--- src/rtl/cmdring_pkg.sv ---
package cmdring_pkg;
  typedef enum logic [1:0] {
    SEL_NONE = 2'd0,
    SEL_CTL  = 2'd1,
    SEL_STAT = 2'd2,
    SEL_SIZE = 2'd3
  } reg_sel_e;
endpackage

--- src/rtl/cmdring_decode.sv ---
module cmdring_decode
  import cmdring_pkg::*;
#(
  parameter int unsigned ADDR_W   = 8,
  parameter logic [ADDR_W-1:0] CTL_OFS  = 8'h4C,
  parameter logic [ADDR_W-1:0] STAT_OFS = 8'h4D,
  parameter logic [ADDR_W-1:0] SIZE_OFS = 8'h4E
) (
  input  logic [ADDR_W-1:0] addr,
  output reg_sel_e          sel
);
  always_comb begin
    if (addr == CTL_OFS)       sel = SEL_CTL;
    else if (addr == STAT_OFS) sel = SEL_STAT;
    else if (addr == SIZE_OFS) sel = SEL_SIZE;
    else                       sel = SEL_NONE;
  end
endmodule

--- src/rtl/cmdring_run_ctl.sv ---
module cmdring_run_ctl (
  input  logic clk,
  input  logic rst_n,
  input  logic wr_ctl,
  input  logic wr_run,
  input  logic wr_ie,
  input  logic eng_idle,
  output logic run_req,
  output logic run_bit,
  output logic ie_bit
);
  logic stop_done;
  logic run_bit_nxt;

  // the engine has acknowledged a stop once it is idle with no request
  assign stop_done = run_bit & ~run_req & eng_idle;

  always_comb begin
    run_bit_nxt = run_bit;
    if (wr_ctl && wr_run) run_bit_nxt = 1'b1;
    else if (stop_done)   run_bit_nxt = 1'b0;
  end

  always_ff @(posedge clk) begin
    if (!rst_n) begin
      run_req <= 1'b0;
      run_bit <= 1'b0;
      ie_bit  <= 1'b0;
    end else begin
      run_bit <= run_bit_nxt;
      if (wr_ctl) begin
        run_req <= wr_run;
        ie_bit  <= wr_ie;
      end
    end
  end
endmodule

--- src/rtl/cmdring_err_stat.sv ---
module cmdring_err_stat (
  input  logic clk,
  input  logic rst_n,
  input  logic fetch_err,
  input  logic clr_req,
  output logic err_flag
);
  always_ff @(posedge clk) begin
    if (!rst_n)         err_flag <= 1'b0;
    else if (fetch_err) err_flag <= 1'b1;
    else if (clr_req)   err_flag <= 1'b0;
  end
endmodule

--- src/rtl/cmdring_ctl_regs.sv ---
module cmdring_ctl_regs
  import cmdring_pkg::*;
#(
  parameter int unsigned ADDR_W   = 8,
  parameter int unsigned DATA_W   = 8,
  parameter logic [ADDR_W-1:0] CTL_OFS  = 8'h4C,
  parameter logic [ADDR_W-1:0] STAT_OFS = 8'h4D,
  parameter logic [ADDR_W-1:0] SIZE_OFS = 8'h4E,
  parameter logic [3:0] SIZE_CAP = 4'b0100,
  parameter logic [1:0] SIZE_SEL = 2'b10
) (
  input  logic              clk,
  input  logic              rst_n,
  input  logic              reg_wr_en,
  input  logic              reg_rd_en,
  input  logic [ADDR_W-1:0] reg_addr,
  input  logic [DATA_W-1:0] reg_wdata,
  output logic [DATA_W-1:0] reg_rdata,
  input  logic              eng_idle,
  input  logic              eng_fetch_err,
  output logic              eng_run_req,
  output logic              irq
);
  localparam int unsigned RUN_POS  = 1;
  localparam int unsigned IE_POS   = 0;
  localparam int unsigned ERR_POS  = 0;
  localparam logic [DATA_W-1:0] SIZE_VAL =
    DATA_W'({SIZE_CAP, 2'b00, SIZE_SEL});

  reg_sel_e    sel;
  logic        wr_ctl;
  logic        clr_err;
  logic        run_bit;
  logic        ie_bit;
  logic        err_flag;
  logic [DATA_W-1:0] rd_mux;

  cmdring_decode #(
    .ADDR_W  (ADDR_W),
    .CTL_OFS (CTL_OFS),
    .STAT_OFS(STAT_OFS),
    .SIZE_OFS(SIZE_OFS)
  ) u_decode (
    .addr(reg_addr),
    .sel (sel)
  );

  assign wr_ctl  = reg_wr_en && (sel == SEL_CTL);
  assign clr_err = reg_wr_en && (sel == SEL_STAT) && reg_wdata[ERR_POS];

  cmdring_run_ctl u_run (
    .clk     (clk),
    .rst_n   (rst_n),
    .wr_ctl  (wr_ctl),
    .wr_run  (reg_wdata[RUN_POS]),
    .wr_ie   (reg_wdata[IE_POS]),
    .eng_idle(eng_idle),
    .run_req (eng_run_req),
    .run_bit (run_bit),
    .ie_bit  (ie_bit)
  );

  cmdring_err_stat u_err (
    .clk      (clk),
    .rst_n    (rst_n),
    .fetch_err(eng_fetch_err),
    .clr_req  (clr_err),
    .err_flag (err_flag)
  );

  assign irq = ie_bit & err_flag;

  always_comb begin
    rd_mux = '0;
    unique case (sel)
      SEL_CTL: begin
        rd_mux[RUN_POS] = run_bit;
        rd_mux[IE_POS]  = ie_bit;
      end
      SEL_STAT: rd_mux[ERR_POS] = err_flag;
      SEL_SIZE: rd_mux = SIZE_VAL;
      default:  rd_mux = '0;
    endcase
  end

  always_ff @(posedge clk) begin
    if (!rst_n)         reg_rdata <= '0;
    else if (reg_rd_en) reg_rdata <= rd_mux;
  end
endmodule

--- config.mk ---
export PLATFORM = sky130hd
export DESIGN_NAME = cmdring_ctl_regs
export DESIGN_NICKNAME = d
export VERILOG_FILES = /design/src/rtl/cmdring_pkg.sv /design/src/rtl/cmdring_decode.sv /design/src/rtl/cmdring_run_ctl.sv /design/src/rtl/cmdring_err_stat.sv /design/src/rtl/cmdring_ctl_regs.sv
export SDC_FILE = /design/constraint.sdc
export NUM_CORES = 1
export LEC_CHECK = 0
export ABC_CLOCK_PERIOD_IN_PS = 2200
export BUFFER_PORTS_ARGS = -buffer_cell sky130_fd_sc_hd__buf_2
export CAP_MARGIN = 20
export CORE_MARGIN = 2
export CORE_UTILIZATION = 30
export DETAILED_ROUTE_END_ITERATION = 16
export PLACE_DENSITY = 0.75
export SLEW_MARGIN = 20
export SYNTH_ARGS = -nofsm -noshare
export SYNTH_HDL_FRONTEND = slang
export SYNTH_SLANG_ARGS = --single-unit
--- constraint.sdc ---
create_clock -name clk -period 2.2 [get_ports clk]
set_input_delay 0.33 -clock clk [delete_from_list [all_inputs] [get_ports clk]]
set_output_delay 0.33 -clock clk [all_outputs]
set_load 0.02 [all_outputs]
==> impl_results.md <==
- Reg clk slew, reported paths: 0.06 ns
- I/O pins: 32
- Die ar.: 0.00163 sq mm
- Clock buffer depth: 2
- Vias/cell: 4.55
- H-tree depth: 1
- Dominant cells by area after synthesis: dfxtp_1, buf_4, mux2i_1
- Core Region: 0.00127 sq mm
- Slew @ Worst Pin: 0.671 ns
- Rel. slew slack: 54.7%
- Max frequency: 736 MHz
- Total iterations of the first detailed-routing run: 4
- Crit path cell chain: buf_2 > nor4b_1 > and3_1 > mux2i_1
- Sequential Power Share: 44.7%
- Clock sink count: 7
- Site row count: 13
- First-pass GRT wire length: 1170 um
- Cell Area, Synth: 397 sq um
- Worst Path Arrival: 1.55 ns
- Top delay family on crit path: simple AND/OR/NAND/NOR gates
- Layout cells sized above 1: 35.3%
- Final worst-path cycle share: 61.8%
- Global Route Usage Sum: 10.7%
- Drt initial violations: 6
- #FFs+latches synth: 7
- Warnings, synthesis: 0
- Leak: 0.246 nW
- Area Overhead vs Synth: 30.3%
- Sw Share: 27.0%
- Mean post-synth cell area: 8.62 sq um
- Reg2reg setup slack: 1.33 ns
- Most common cell after layout, fill and taps aside: buf_2
- Most common flop cell mapped by yosys: dfxtp_1
- Register area share after synthesis: 35.3%
- Sw Pwr: 0.0000784 W
- Worst skew pair latency: 0.26 ns
- Vias in the first global route: 298
- Worst Setup End Kind: register
- EDFF count, synth: 0
- Final-report max-slew violation count: 0
- PD cells: 561 mW/mm^2
- Post-DP HPWL: 649 um
- CTS root buf: clkbuf_4
- RSZ-0062 raised after global routing: no
- Outcome: completed
- Initial antenna violation count: 0
- Hold Slack: 0.271 ns
- Slowest CP cell: nor4b_1
- Hold/Removal Path Class: in -> reg
- Final Hold Viols: 0
- Number of diodes: 0
- CTS buffer count: 3
- Fin crit period: 1.36 ns
- Nets: 91
- Setup bufs post-CTS: 0
- Worst Setup Path Type: in -> reg
- Max-cap violations: 0
- Worst Path Max Fanout: 4
- DR vias: 378
- Mapped Cells: 46
- Crit path launch type: input pin
- DRT antenna net count: 0
- # port buffers: 20
- Critical path buffers and inverters: 1
- Fill count: 135
- Drt total wl: 831 um
- Die Ht: 40.4 um
- Initial Util: 31.3%
- Pint: 0.000212 W
- # DRC: 0
- WL per Instance: 10.0 um
- Number of gates resized after cts: 0
- Max IR drop VDD: 0.258 mV
- Final setup TNS: 0 ns
- Worst path required time: 2.39 ns
- Comb pwr share: 13.2%
- Setup Skew: 0.00607 ns
- CTS tree: yes
- Largest net degree at the start of global routing: 11
- Final setup fails: 0
- DIE WIDTH: 40.4 um
- Largest area contributor in the netlist: dfxtp_1
- Proportion of netlist area held by the largest area contributor: 35.3%
- Post-synth cell types: 22
- Commonest non-fill, non-tap cells in the layout: buf_2, nand2_1, dfxtp_1, conb_1
- Remaining Overflow, GRT: 0
- Clock share of power: 42.1%
- Async SR Flop Fraction: 0%
- Slowest stage delay, CP: 0.62 ns
- GP Congestion: 0.722
- Hold_buf cts: 0
==> flip-flops by register name (all words and copies together) (netlist names) <==
name            count
u_err.err_flag      1
reg_rdata           3
u_run.run_req       1
u_run.ie_bit        1
u_run.run_bit       1
==> layer usage <==
metal  track usage, %  share of wire [%]  vias up
met1             13.2                 45      166
met2             17.9                 48       12
met3             1.67                6.7        2
li1                 -                  -      198
met5                0                  0        -
met4             5.00               0.48        0
==> Yosys cell counts (2+ instances only) <==
master    n
nand2_1   7
mux2i_1   3
nand4_1   2
dfxtp_1   7
nor2b_1   2
a21boi_0  3
buf_4     5
nand2b_1  3
==> worst reg2reg max path: cells and delay by family, from the launching register on <==
kind | cells | cell delay [ns]
AOI/OAI and AO/OA | 1 | 0.14
muxes | 1 | 0.08
and+or+nand+nor | 1 | 0.24
DFF | 1 | 0.35
==> cell families after synthesis <==
logic type             after synthesis  synth area share, %
AND/OR/NAND/NOR                     21                 31.6
AO/OA/AOI/OAI                        7                 13.2
flip-flops                           7                 35.3
buffers and inverters                7                 11.4
multiplexers                         3                 7.57
other                                1                0.945
==> stage by stage <==
step	setup slack, ns	total power [W]	instances	util [%]	area (sq um)
final	0.840	0.000290	83	40.7	517
after global routing	0.683	0.000302	83	40.7	517
after CTS	0.832	0.000291	83	40.7	517
after detailed placement	0.562	0.000170	79	38.6	489
after global placement	0.601	0.000170	79	38.6	489
after floorplan	0.835	0.000159	50	-	412
==> area by class of cell <==
class | instances | area, sq um | share of cell area [%]
flip-flops and latches | 7 | 140 | 27.1
clock inverters | 1 | 5.00 | 0.969
repair buffers | 20 | 100 | 19.4
inverters | 1 | 3.75 | 0.726
well taps | 15 | 18.8 | 3.63
clock buffers | 3 | 22.5 | 4.36
multi-input cells | 36 | 226 | 43.8
==> final timing paths <==
kind | cells after the start | startpoint | to
max reg2reg | 3 | u_run.ie_bit | reg_rdata[0]
min | 3 | eng_fetch_err | u_err.err_flag
max | 4 | reg_addr[5] | u_run.ie_bit
min reg2reg | 2 | u_run.ie_bit | u_run.ie_bit
==> power by group through the flow <==
stage               registers (W)  logic (W)  clock network (W)
floorplan                0.000132  0.0000264                  0
global placement         0.000132  0.0000376                  0
detailed placement       0.000132  0.0000380                  0
CTS                      0.000130  0.0000383           0.000123
global route             0.000130  0.0000426           0.000130
finish                   0.000130  0.0000383           0.000122
Power figures use the tool's default switching activity.
